## src/rtl/muxbus_pkg.sv

```systemverilog
package muxbus_pkg;
  typedef enum logic [1:0] {
    SQ_IDLE = 2'd0,
    SQ_ADDR = 2'd1,
    SQ_TURN = 2'd2,
    SQ_STRB = 2'd3
  } sq_state_e;

  localparam logic [1:0] BUSW_8  = 2'b00;
  localparam logic [1:0] BUSW_16 = 2'b01;
  localparam int         LANE_W  = 8;
endpackage

```

## src/rtl/muxbus_mode_reg.sv

```systemverilog
module muxbus_mode_reg
  import muxbus_pkg::*;
#(
  parameter int WAIT_W = 3
) (
  input  logic              clk,
  input  logic              rst,
  input  logic              cfg_we,
  input  logic              cfg_mux_en,
  input  logic [1:0]        cfg_width,
  input  logic [WAIT_W-1:0] cfg_wait,
  output logic              wide,
  output logic [WAIT_W-1:0] wait_n,
  output logic              cfg_ok
);
  logic       mux_q;
  logic [1:0] width_q;

  always_ff @(posedge clk) begin
    if (rst) begin
      mux_q   <= 1'b0;
      width_q <= BUSW_8;
      wait_n  <= '0;
    end else if (cfg_we) begin
      mux_q   <= cfg_mux_en;
      width_q <= cfg_width;
      wait_n  <= cfg_wait;
    end
  end

  assign wide   = (width_q == BUSW_16);
  assign cfg_ok = mux_q && ((width_q == BUSW_8) || (width_q == BUSW_16));

  // a written code that is neither 8 nor 16 bits never yields a usable mode
  a_r2_reserved_refused: assert property (@(posedge clk) disable iff (rst)
    (cfg_we && cfg_width[1]) |=> !cfg_ok);
endmodule

```

## src/rtl/muxbus_seq.sv

```systemverilog
module muxbus_seq
  import muxbus_pkg::*;
#(
  parameter int WAIT_W = 3
) (
  input  logic              clk,
  input  logic              rst,
  input  logic              start,
  input  logic              cfg_ok,
  input  logic [WAIT_W-1:0] wait_n,
  output sq_state_e         state_q,
  output sq_state_e         state_d,
  output logic              accept,
  output logic              reject,
  output logic              last_strb
);
  logic [WAIT_W-1:0] wait_q;
  logic [WAIT_W-1:0] cnt_q;

  always_comb begin
    state_d = state_q;
    accept  = 1'b0;
    reject  = 1'b0;
    case (state_q)
      SQ_IDLE: begin
        if (start) begin
          if (cfg_ok) begin
            accept  = 1'b1;
            state_d = SQ_ADDR;
          end else begin
            reject = 1'b1;
          end
        end
      end
      SQ_ADDR: state_d = SQ_TURN;
      SQ_TURN: state_d = SQ_STRB;
      SQ_STRB: if (cnt_q == '0) state_d = SQ_IDLE;
      default: state_d = SQ_IDLE;
    endcase
  end

  assign last_strb = (state_q == SQ_STRB) && (cnt_q == '0);

  always_ff @(posedge clk) begin
    if (rst) begin
      state_q <= SQ_IDLE;
      wait_q  <= '0;
      cnt_q   <= '0;
    end else begin
      state_q <= state_d;
      if (accept) wait_q <= wait_n;
      if (state_q == SQ_TURN)
        cnt_q <= wait_q;
      else if ((state_q == SQ_STRB) && (cnt_q != '0))
        cnt_q <= cnt_q - 1'b1;
    end
  end

  // the strobe countdown never exceeds the count taken at acceptance
  a_r6_cnt_bounded: assert property (@(posedge clk) disable iff (rst)
    (state_q == SQ_STRB) |-> (cnt_q <= wait_q));

  // the wait count of a running access is frozen
  a_r11_wait_frozen: assert property (@(posedge clk) disable iff (rst)
    ((state_q != SQ_IDLE) && ($past(state_q) != SQ_IDLE)) |-> $stable(wait_q));

  // no new start is taken while an access is running
  a_r10_busy_no_accept: assert property (@(posedge clk) disable iff (rst)
    (state_q != SQ_IDLE) |=> (state_q != SQ_ADDR));
endmodule

```

## src/rtl/muxbus_lanes.sv

```systemverilog
module muxbus_lanes
  import muxbus_pkg::*;
#(
  parameter int PORT_W = 16,
  parameter int BUS_W  = 32
) (
  input  logic              wide,
  input  logic [PORT_W-1:0] addr,
  input  logic [PORT_W-1:0] wdata,
  input  logic [PORT_W-1:0] d_hi,
  output logic [BUS_W-1:0]  addr_img,
  output logic [BUS_W-1:0]  data_img,
  output logic [PORT_W-1:0] rd_word
);
  localparam int N_LANES = PORT_W / LANE_W;
  localparam int LOW_W   = BUS_W - PORT_W;

  for (genvar i = 0; i < N_LANES; i++) begin : g_out_lane
    localparam int HI  = BUS_W - 1 - i * LANE_W;
    localparam int SRC = (N_LANES - 1 - i) * LANE_W;
    if (i == 0) begin : g_top
      assign addr_img[HI -: LANE_W] = wide ? addr[SRC +: LANE_W]  : addr[LANE_W-1:0];
      assign data_img[HI -: LANE_W] = wide ? wdata[SRC +: LANE_W] : wdata[LANE_W-1:0];
    end else begin : g_rest
      assign addr_img[HI -: LANE_W] = wide ? addr[SRC +: LANE_W]  : '0;
      assign data_img[HI -: LANE_W] = wide ? wdata[SRC +: LANE_W] : '0;
    end
  end

  if (LOW_W > 0) begin : g_low
    assign addr_img[LOW_W-1:0] = '0;
    assign data_img[LOW_W-1:0] = '0;
  end

  for (genvar j = 0; j < N_LANES; j++) begin : g_in_lane
    if (j == 0) begin : g_lsb
      assign rd_word[LANE_W-1:0] = wide ? d_hi[LANE_W-1:0] : d_hi[PORT_W-1 -: LANE_W];
    end else begin : g_msb
      assign rd_word[j*LANE_W +: LANE_W] = wide ? d_hi[j*LANE_W +: LANE_W] : '0;
    end
  end
endmodule

```

## src/rtl/muxbus_master.sv

```systemverilog
module muxbus_master
  import muxbus_pkg::*;
#(
  parameter int PORT_W = 16,
  parameter int BUS_W  = 32,
  parameter int WAIT_W = 3
) (
  input  logic              clk,
  input  logic              rst,
  input  logic              cfg_we,
  input  logic              cfg_mux_en,
  input  logic [1:0]        cfg_width,
  input  logic [WAIT_W-1:0] cfg_wait,
  input  logic              req_start,
  input  logic              req_write,
  input  logic [PORT_W-1:0] req_addr,
  input  logic [PORT_W-1:0] req_wdata,
  output logic [PORT_W-1:0] rsp_rdata,
  output logic              rsp_done,
  output logic              rsp_err,
  output logic [BUS_W-1:0]  bus_d_out,
  output logic              bus_d_oe,
  input  logic [PORT_W-1:0] bus_d_in,
  output logic              bus_ale,
  output logic              bus_cs_n,
  output logic              bus_rd_n,
  output logic              bus_wr_n
);
  logic              cfg_wide;
  logic [WAIT_W-1:0] cfg_wait_q;
  logic              cfg_ok;
  sq_state_e         state_q;
  sq_state_e         state_d;
  logic              accept;
  logic              reject;
  logic              last_strb;

  logic              wr_q;
  logic              wide_q;
  logic [PORT_W-1:0] addr_q;
  logic [PORT_W-1:0] wdata_q;

  logic              wide_src;
  logic [PORT_W-1:0] addr_src;
  logic [BUS_W-1:0]  addr_img;
  logic [BUS_W-1:0]  data_img;
  logic [PORT_W-1:0] rd_word;

  muxbus_mode_reg #(.WAIT_W(WAIT_W)) u_mode (
    .clk       (clk),
    .rst       (rst),
    .cfg_we    (cfg_we),
    .cfg_mux_en(cfg_mux_en),
    .cfg_width (cfg_width),
    .cfg_wait  (cfg_wait),
    .wide      (cfg_wide),
    .wait_n    (cfg_wait_q),
    .cfg_ok    (cfg_ok)
  );

  muxbus_seq #(.WAIT_W(WAIT_W)) u_seq (
    .clk      (clk),
    .rst      (rst),
    .start    (req_start),
    .cfg_ok   (cfg_ok),
    .wait_n   (cfg_wait_q),
    .state_q  (state_q),
    .state_d  (state_d),
    .accept   (accept),
    .reject   (reject),
    .last_strb(last_strb)
  );

  // the address image is built from the request itself in the accepting cycle
  assign wide_src = accept ? cfg_wide : wide_q;
  assign addr_src = accept ? req_addr : addr_q;

  muxbus_lanes #(.PORT_W(PORT_W), .BUS_W(BUS_W)) u_lanes (
    .wide    (wide_src),
    .addr    (addr_src),
    .wdata   (wdata_q),
    .d_hi    (bus_d_in),
    .addr_img(addr_img),
    .data_img(data_img),
    .rd_word (rd_word)
  );

  always_ff @(posedge clk) begin
    if (rst) begin
      wr_q    <= 1'b0;
      wide_q  <= 1'b0;
      addr_q  <= '0;
      wdata_q <= '0;
    end else if (accept) begin
      wr_q    <= req_write;
      wide_q  <= cfg_wide;
      addr_q  <= req_addr;
      wdata_q <= req_wdata;
    end
  end

  always_ff @(posedge clk) begin
    if (rst) begin
      bus_cs_n  <= 1'b1;
      bus_ale   <= 1'b0;
      bus_rd_n  <= 1'b1;
      bus_wr_n  <= 1'b1;
      bus_d_oe  <= 1'b0;
      bus_d_out <= '0;
      rsp_done  <= 1'b0;
      rsp_err   <= 1'b0;
      rsp_rdata <= '0;
    end else begin
      rsp_err  <= reject;
      rsp_done <= last_strb;
      if (last_strb && !wr_q) rsp_rdata <= rd_word;
      case (state_d)
        SQ_ADDR: begin
          bus_cs_n  <= 1'b0;
          bus_ale   <= 1'b1;
          bus_rd_n  <= 1'b1;
          bus_wr_n  <= 1'b1;
          bus_d_oe  <= 1'b1;
          bus_d_out <= addr_img;
        end
        SQ_TURN: begin
          bus_cs_n  <= 1'b0;
          bus_ale   <= 1'b0;
          bus_rd_n  <= 1'b1;
          bus_wr_n  <= 1'b1;
          bus_d_oe  <= wr_q;
          bus_d_out <= wr_q ? data_img : '0;
        end
        SQ_STRB: begin
          bus_cs_n  <= 1'b0;
          bus_ale   <= 1'b0;
          bus_rd_n  <= wr_q;
          bus_wr_n  <= !wr_q;
        end
        default: begin
          bus_cs_n  <= 1'b1;
          bus_ale   <= 1'b0;
          bus_rd_n  <= 1'b1;
          bus_wr_n  <= 1'b1;
          bus_d_oe  <= 1'b0;
          bus_d_out <= '0;
        end
      endcase
    end
  end

  // address latch enable is a single-cycle pulse inside chip select
  a_r4_ale_single: assert property (@(posedge clk) disable iff (rst)
    bus_ale |=> !bus_ale);
  a_r4_ale_in_cs: assert property (@(posedge clk) disable iff (rst)
    bus_ale |-> (!bus_cs_n && bus_d_oe && bus_rd_n && bus_wr_n));

  // the cycle after the address phase is a strobe-free turnaround
  a_r5_turnaround: assert property (@(posedge clk) disable iff (rst)
    $fell(bus_ale) |-> (bus_rd_n && bus_wr_n && !bus_cs_n));

  // never both strobes, and strobes only under chip select
  a_r6_one_strobe: assert property (@(posedge clk) disable iff (rst)
    !(!bus_rd_n && !bus_wr_n));
  a_r6_strobe_in_cs: assert property (@(posedge clk) disable iff (rst)
    (!bus_rd_n || !bus_wr_n) |-> (!bus_cs_n && !bus_ale));

  // write data stays still while the write strobe is active
  a_r7_write_hold: assert property (@(posedge clk) disable iff (rst)
    (!bus_wr_n && $past(!bus_wr_n)) |-> $stable(bus_d_out));

  // the pins are released during a read strobe
  a_r8_read_released: assert property (@(posedge clk) disable iff (rst)
    !bus_rd_n |-> !bus_d_oe);

  // completion is a single pulse with the bus idle
  a_r9_done_idle: assert property (@(posedge clk) disable iff (rst)
    rsp_done |-> (bus_cs_n && bus_rd_n && bus_wr_n && !bus_d_oe));
  a_r9_done_single: assert property (@(posedge clk) disable iff (rst)
    rsp_done |=> !rsp_done);

  // a refused start produces no bus cycle
  a_r3_err_quiet: assert property (@(posedge clk) disable iff (rst)
    rsp_err |-> (bus_cs_n && !bus_ale && !rsp_done));
endmodule

```

## config.mk

```make
export PLATFORM = sky130hd
export DESIGN_NAME = muxbus_master
export DESIGN_NICKNAME = d
export VERILOG_FILES = /design/src/rtl/muxbus_pkg.sv /design/src/rtl/muxbus_mode_reg.sv /design/src/rtl/muxbus_seq.sv /design/src/rtl/muxbus_lanes.sv /design/src/rtl/muxbus_master.sv
export SDC_FILE = /design/constraint.sdc
export NUM_CORES = 1
export LEC_CHECK = 0
export ABC_AREA = 1
export BUFFER_PORTS_ARGS = -buffer_cell sky130_fd_sc_hd__buf_2
export CAP_MARGIN = 20
export CELL_PAD_IN_SITES_DETAIL_PLACEMENT = 0
export CELL_PAD_IN_SITES_GLOBAL_PLACEMENT = 1
export CORE_MARGIN = 5
export CORE_UTILIZATION = 37
export CTS_CLUSTER_SIZE = 30
export DETAILED_ROUTE_END_ITERATION = 7
export PLACE_DENSITY = 0.83
export SLEW_MARGIN = 10
export SYNTH_ARGS = -nofsm -noshare
export SYNTH_HDL_FRONTEND = slang
export SYNTH_SLANG_ARGS = --single-unit
export TNS_END_PERCENT = 10
```

## constraint.sdc

```tcl
create_clock -name clk -period 2.5 [get_ports clk]
set_input_delay 0.375 -clock clk [delete_from_list [all_inputs] [get_ports clk]]
set_output_delay 0.375 -clock clk [all_outputs]
set_load 0.005 [all_outputs]
```

==> metrics.yaml, run 1 <==
setup_path:
  cpMaxStageDelayCell: "dfxtp_1"
  cp_slowest_stage_delay_ps: 390
  cp_top_family: "simple AND/OR/NAND/NOR gates"
  cp-end-kind: "flop"
  crit_path_start_kind: "flop"
  required_ps: 2790
  arrival_ps: 2090
  crit_buf_inv: 0
  r2r_slack_ps: 700
  crit_fanout: 30
  critical_path_class: "reg -> reg"
  crit_chain: "nor2_4, nand3_4, nand2_4, nand2_4, nor2_4, nand3_1, nand2_1"
timing:
  rsz0062_at_grt: "false"
  timing.final.crit_share_pct: 72.0
  period_needed_ps: 1800
  tns_ps: 0
  max_freq_mhz: 555
  final_hold_viol_count: 0
  fin_skew_ps: 11.7
  slew_violations: 0
  relSlewSlack_pct: 54.1
  tightest_slew_ps: 687
  worst_slack_ps: 699
  hold_ws_ps: 252
  final-setup-viol-count: 0
grt:
  grt-ovfl-total: 0
  antenna_found_initial: 0
  grtUsageTotal_pct: 15.4
  grt_max_degree: 37
  grt_pass1_vias: 2753
  grt_pass1_wl_um: 13600
clocking:
  cts-root-buf: "clkbuf_8"
  clk_latency_ps: 350
  cts_tree: "done"
  cts-resized-gates: 0
  cts-hold-fix-buffers: 0
  clock_sinks: 73
  cts_buffers: 9
  cts_setup_buffers: 0
  htree_levels: 3
  clockBufferDepth: 2
  clk_pin_slew_worst_paths_ps: 70
final_layout:
  final_area_um2: 3920
  layout-drive-gt1-share_pct: 26.1
  antenna_cells: 0
  multi_input_area_um2: 1470
  syn_to_final_growth_pct: 21.2
  fin_nets: 593
  fill_cells: 934
  layout.cells.non_filler: 644
  register_area_um2: 1460
synthesis:
  yosys.area_share.adder_pct: 0.773
  netlist_area_um2: 3240
  synth_top_family_by_area: "simple AND/OR/NAND/NOR gates"
  yosysWarnings: 0
  synth_compound_area_share_pct: 8.00
  synth.distinct_cells: 28
  synth-xor-area-share_pct: 0.271
  synth.area.mux_share_pct: 0
  ys_ff_latch: 73
  syn_area_per_cell_um2: 7.32
  synth_cells: 442
  synthSimpleGateAreaFrac_pct: 34.6
  yosysSeqAreaShare_pct: 45.2
power_and_ir_drop:
  swShare_pct: 25.0
  net-switching-power_mw: 0.623
  p_comb_share_pct: 10.9
  pwr-share-clk_pct: 39.7
  p_leak_nw: 1.93
  p_int_mw: 1.87
  seqPwrFrac_pct: 49.4
  peakVddDrop_uv: 283
  cellPowerDensity_nw_per_um2: 636
floorplan:
  die-area_um2: 10700
  rows: 34
  design.core.area_um2: 8640
  start_util_pct: 37.5
  die_width_um: 104
  ios: 114
  die_h_um: 104
drt:
  firstDrtPassIters: 4
  routed.top_layer: "met4"
  drc: 0
  met3_wirelength_um: 555
  routed_via_density: 4.62
  finalWirelength_um: 8430
  wl_per_cell_um: 13.1
  drt_iter0_drc: 161
  via_count: 2975
  wl_met1_um: 4000
  met2_length_um: 3790
  postRouteAntennaNets: 0
job:
  maxCapViolCount: 0
status:
  status: "completed"
placed_design:
  dpl.hpwl_um: 6230
  pre_cts_ws_ps: 697
  numPortBuffers: 97
  place_congestion: 0.795
  placed_cell_area_um2: 3710
  place_inst: 629
worst_hold_path:
  hold_path_class: "in -> reg"
cells in the mapped netlist (all sizes together):
cell    count  area share (%)
ha          2            0.77
clkinv      1            0.12
nand3      61              10
nor3        3            0.81
nand4       1            0.66
o21ai      32             4.9
conb        1            0.12
inv        33             3.8
a21oi      17             2.9
buf        29             6.3
nand2     120              15
clkbuf      7            0.81
nor2       60             8.4
dfxtp      73              45
xnor2       1            0.27
a31oi       1            0.19
tightest hold or removal path, cell delays in order:
cell    delay (ps)
buf_2           80
nor2_1          30
nor2_1          80
layer usage:
metal / vias to the layer above / track usage [%]
li1: 1543 / -
met1: 1327 / 20.7
met2: 97 / 23.1
met3: 8 / 4.54
met4: 0 / 5.62
met5: - / 0
layout by cell type (no fill, tap or decap), drive strengths merged:
cell type / netlist / routed
buf: 29 / 100
bufinv: 0 / 1
inv: 33 / 33
xnor2: 1 / 1
a21oi: 17 / 17
o21ai: 32 / 32
ha: 2 / 2
clkinv: 1 / 2
clkbuf: 7 / 13
nor2: 60 / 60
nor3: 3 / 3
conb: 1 / 16
a31oi: 1 / 1
nand3: 61 / 61
nand4: 1 / 1
nand2: 120 / 120
dfxtp: 73 / 73
power groups by stage:
| stage | logic [mW] | clock network (mW) | registers (mW) |
|---|---|---|---|
| global route | 0.308 | 1.07 | 1.23 |
| global placement | 0.269 | 0 | 1.26 |
| floorplan | 0.200 | 0 | 1.25 |
| CTS | 0.273 | 1.02 | 1.23 |
| detailed placement | 0.273 | 0 | 1.26 |
| finish | 0.271 | 0.990 | 1.23 |
per-stage QoR:
| stage | util [%] | power [mW] |
|---|---|---|
| 5_1_grt | 45.4 | 2.61 |
| 3_5_place_dp | 42.9 | 1.53 |
| 6_report | 45.4 | 2.49 |
| 4_1_cts | 45.4 | 2.52 |
| 2_1_floorplan | - | 1.45 |
| 3_3_place_gp | 42.9 | 1.52 |
final timing paths:
kind                                    start                            end  cells after the start
setup / recovery  u_seq.state_q[1]$_SDFF_PP0_     rsp_rdata[15]$_SDFFE_PP0P_                      7
hold / removal                    cfg_wait[0]  u_mode.wait_n[0]$_SDFFE_PP0P_                      3
setup reg to reg  u_seq.state_q[1]$_SDFF_PP0_     rsp_rdata[15]$_SDFFE_PP0P_                      7
hold reg to reg    bus_d_out[22]$_SDFFE_PP0P_     bus_d_out[22]$_SDFFE_PP0P_                      2
state kept, by name (all words and copies together) (netlist names):
| name | count |
|---|---|
| bus_d_out | 16 |
| rsp_rdata | 16 |
| wdata_q | 16 |
| u_mode.wait_n | 3 |
| u_seq.cnt_q | 3 |
| u_seq.wait_q | 3 |
| addr_q | 2 |
| u_mode.width_q | 2 |
| u_seq.state_q | 2 |
| bus_ale | 1 |
| bus_cs_n | 1 |
| bus_d_oe | 1 |
| bus_rd_n | 1 |
| bus_wr_n | 1 |
| rsp_done | 1 |
| rsp_err | 1 |
| u_mode.mux_q | 1 |
| wide_q | 1 |
| wr_q | 1 |
logic make-up after synthesis:
| kind of cell | count (synthesis) |
|---|---|
| AO/OA/AOI/OAI | 50 |
| XOR/XNOR | 1 |
| adder cells (fa/ha/maj) | 2 |
| buffers and inverters | 70 |
| flip-flops | 73 |
| other | 1 |
| AND/OR/NAND/NOR | 245 |
final cells by class:
| cell class | instances | area share, % |
|---|---|---|
| Tap cell | 108 | 3.45 |
| Multi-Input combinational cell | 314 | 37.6 |
| Inverter | 34 | 3.26 |
| Clock buffer | 13 | 4.56 |
| Sequential cell | 73 | 37.3 |
| Timing Repair Buffer | 100 | 13.0 |
| Clock inverter | 2 | 0.894 |
Power figures use the tool's default switching activity.
==> run 2, diff against run 1 <==
- ABC_AREA: 1 -> 0
- CORE_UTILIZATION: 37 -> 32
- PLACE_DENSITY: 0.83 -> 0.74
- clock period: 2.5 -> 1.62 ns (I/O delays scaled with it)
==> metrics.yaml, run 2 <==
status:
  status: "completed"
synthesis:
  syn_area_per_cell_um2: 8.50  # +16%
  synthTopCellsByArea: "dfxtp_1 (45%), nand2_1 (8.3%), a21oi_1 (5.4%)"
  synth_common_cells: "dfxtp_1 (71), nand2_1 (70), a21oi_1 (34)"
  netlist_area_um2: 3180  # -1.7%
  yosysTopAreaCell: "dfxtp_1"
  synth.distinct_cells: 41  # +46%
  synth_compound_area_share_pct: 21.9  # +14 points
  synth_most_common_cell: "dfxtp_1"
  synth.area.mux_share_pct: 2.20  # +2.2 points
  synth_cells: 374  # -15%
  ys_ff_latch: 71  # -2.7%
  yosys.area_share.adder_pct: 0.787  # +0.013 points
  yosysWarnings: 0  # unchanged
  yosysTopAreaCellShare_pct: 44.7  # -0.48 points
  async_flop_share_pct: 0  # unchanged
  synthSimpleGateAreaFrac_pct: 20.8  # -14 points
  synth_edf_count: 0  # unchanged
  synth-xor-area-share_pct: 0  # -0.27 points
  synth_flop_cell: "dfxtp_1"
  yosysSeqAreaShare_pct: 44.7  # -0.48 points
  synth_top_family_by_area: "compound AO/OA/AOI/OAI gates"
setup_path:
  rr_worst_depth: 9  # +2
  endpoint: "bus_d_out[28]$_SDFFE_PP0P_"
  critical_path_class: "reg -> reg"
  required_ps: 1840  # -950 ps
  cp-end-kind: "flop"
  crit_start: "u_seq.cnt_q[1]$_SDFFE_PP0P_"
  arrival_ps: 1780  # -310 ps
  crit_fanout: 17  # -43%
  rr_endpoint: "bus_d_out[28]$_SDFFE_PP0P_"
  crit_path_start_kind: "flop"
  r2r-start: "u_seq.cnt_q[1]$_SDFFE_PP0P_"
  r2r_slack_ps: 60  # -640 ps
clocking:
  cts-root-buf: "clkbuf_8"
  cts_tree: "done"
  clock_sinks: 71  # -2.7%
  clk_latency_ps: 340  # about the same
  htree_levels: 3  # unchanged
  cts-hold-fix-buffers: 0  # unchanged
  clockBufferDepth: 2  # unchanged
  clk_pin_slew_worst_paths_ps: 80  # about the same
  cts_buffers: 9  # unchanged
timing:
  relSlewSlack_pct: 65.3  # +11 points
  tightest_slew_ps: 517  # -170 ps
  final_hold_viol_count: 0  # unchanged
  max_freq_mhz: 642  # +16%
  rsz0062_at_grt: "true"
  timing.final.crit_share_pct: 96.1  # +24 points
  slew_violations: 0  # unchanged
  final-setup-viol-count: 0  # unchanged
  period_needed_ps: 1560  # -245 ps
  fin_skew_ps: 15.1  # +3.44 ps
  hold_ws_ps: 134  # -118 ps
final_layout:
  layout-drive-gt1-share_pct: 34.4  # +8.2 points
  layout_common_cells: "buf_2 (97), nand2_1 (69), dfxtp_1 (68)"
  fin_nets: 542  # -8.6%
  syn_to_final_growth_pct: 32.2
  final_common_cell: "buf_2"
  fill_cells: 1045  # +12%
  layout.cells.non_filler: 620  # -3.7%
  final_area_um2: 4210  # +7.3%
  top_regs: "bus_d_out (16), rsp_rdata (16), wdata_q (16)"
drt:
  firstDrtPassIters: 4  # unchanged
  via_count: 3029  # +1.8%
  wl_per_cell_um: 15.5  # +18%
  finalWirelength_um: 9590  # +14%
  drc: 0  # unchanged
  drt_iter0_drc: 114  # -29%
  routed_via_density: 4.89  # +5.8%
  postRouteAntennaNets: 0  # unchanged
grt:
  grt_max_degree: 37  # unchanged
  grt-ovfl-total: 0  # unchanged
  grt_pass1_vias: 2932  # +6.5%
  grtUsageTotal_pct: 15.5  # +0.18 points
  antenna_found_initial: 0  # unchanged
  grt_pass1_wl_um: 14500  # +6.8%
floorplan:
  die_width_um: 110  # +6.0%
  ios: 114  # unchanged
  rows: 36  # +5.9%
  die-area_um2: 12000  # +12%
  start_util_pct: 32.7  # -4.8 points
  design.core.area_um2: 9730  # +13%
  die_h_um: 110  # +6.0%
placed_design:
  numPortBuffers: 97  # unchanged
  dpl.hpwl_um: 6910  # +11%
  placed_cell_area_um2: 3820  # +3.2%
  place_inst: 595  # -5.4%
  place_congestion: 0.820  # +3.1%
power_and_ir_drop:
  peakVddDrop_uv: 574  # +100%
  p_leak_nw: 1.69  # -12%
  cellPowerDensity_nw_per_um2: 884  # +39%
job:
  maxCapViolCount: 0  # unchanged
worst_hold_path:
  hold_path_class: "in -> reg"
-- run 2: cell count changes after synthesis, sizes merged, moves of 9 or more --
cell / previous run / this run
nand3: 61 / 10
a21oi: 17 / 34
nor3: 3 / 12
a311oi: 0 / 9
a21boi: 0 / 9
nor4: 0 / 9
inv: 33 / 4
nor2: 60 / 20
buf: 29 / 38
nand2: 120 / 70
-- run 2: cell families (layout without fill, tap and decap cells) --
family                   Yosys count  in the layout
AO/OA/AOI/OAI                    106            107
adder cells (fa/ha/maj)            2              2
buffers and inverters             51            147
flip-flops                        71             71
multiplexers                       7              7
other                              1             17
AND/OR/NAND/NOR                  136            136
-- run 2: cell type report --
class / instances / area, um2 / share of cell area [%]
well taps: 133 / 166 / 3.96
diodes: 1 / 2.50 / 0.0595
repair buffers: 127 / 820 / 19.5
clock inverters: 7 / 95.1 / 2.26
multi-input cells: 268 / 1560 / 37.0
inverters: 4 / 15.0 / 0.357
clock buffers: 9 / 124 / 2.95
flip-flops and latches: 71 / 1430 / 33.9
-- run 2: critical path, cell delays in order (launching register included) --
cell      delay (ps)
dfxtp_2          330
inv_2             70
ha_4             130
nand3b_1          90
buf_6            140
buf_4            140
nand2_2          110
nor2_2            60
buf_12           170
a32o_1           200
-- run 2: how the worst min path moves through the flow --
| stage | start | endpoint | slack [ps] | cells past startpoint |
|---|---|---|---|---|
| final | req_wdata[11] | wdata_q[11]$_SDFFE_PP0N_ | 130 | 3 |
| after global routing | req_wdata[10] | wdata_q[10]$_SDFFE_PP0N_ | 120 | 3 |
| after CTS | req_wdata[11] | wdata_q[11]$_SDFFE_PP0N_ | 120 | 3 |
| after detailed placement | bus_d_out[21]$_SDFFE_PP0P_ | bus_d_out[21]$_SDFFE_PP0P_ | 440 | 1 |
| after global placement | wdata_q[15]$_SDFFE_PP0N_ | wdata_q[15]$_SDFFE_PP0N_ | 440 | 2 |
| after floorplan | req_start | rsp_err$_SDFF_PP0_ | 380 | 2 |
-- run 2: layer usage --
metal  vias to the layer above  wire length [um]  global-route usage, %
met4                         0                72                   4.81
met1                      1417              4240                   20.5
met3                         6               700                   4.29
met2                        97              4570                   24.7
met5                         -                 0                      0
li1                       1509                 -                      -
-- run 2: power breakdown --
part	internal (mW)	switching [mW]	total, mW
sequential	1.78	0.0242	1.80
clock	0.870	0.702	1.57
combinational	0.150	0.194	0.344
total	2.80	0.921	3.72
-- run 2: what timing repair did --
action,in CTS,in global routing
pin swaps,1,15
setup endpoints to repair,27,17
setup buffers,1,4
resized for setup,6,11
gates cloned,0,3
-- run 2: through the flow --
stage | total power [mW] | setup WS (ps) | util (%) | TNS [ps]
final | 3.72 | 63.5 | 43.2 | 0
after global routing | 3.90 | -55.8 | 43.2 | -346
after CTS | 3.75 | 53.3 | 41.9 | 0
after detailed placement | 2.17 | -87.7 | 39.3 | -1070
after global placement | 2.16 | 9.38 | 39.3 | 0
after floorplan | 2.04 | 56.7 | - | 0
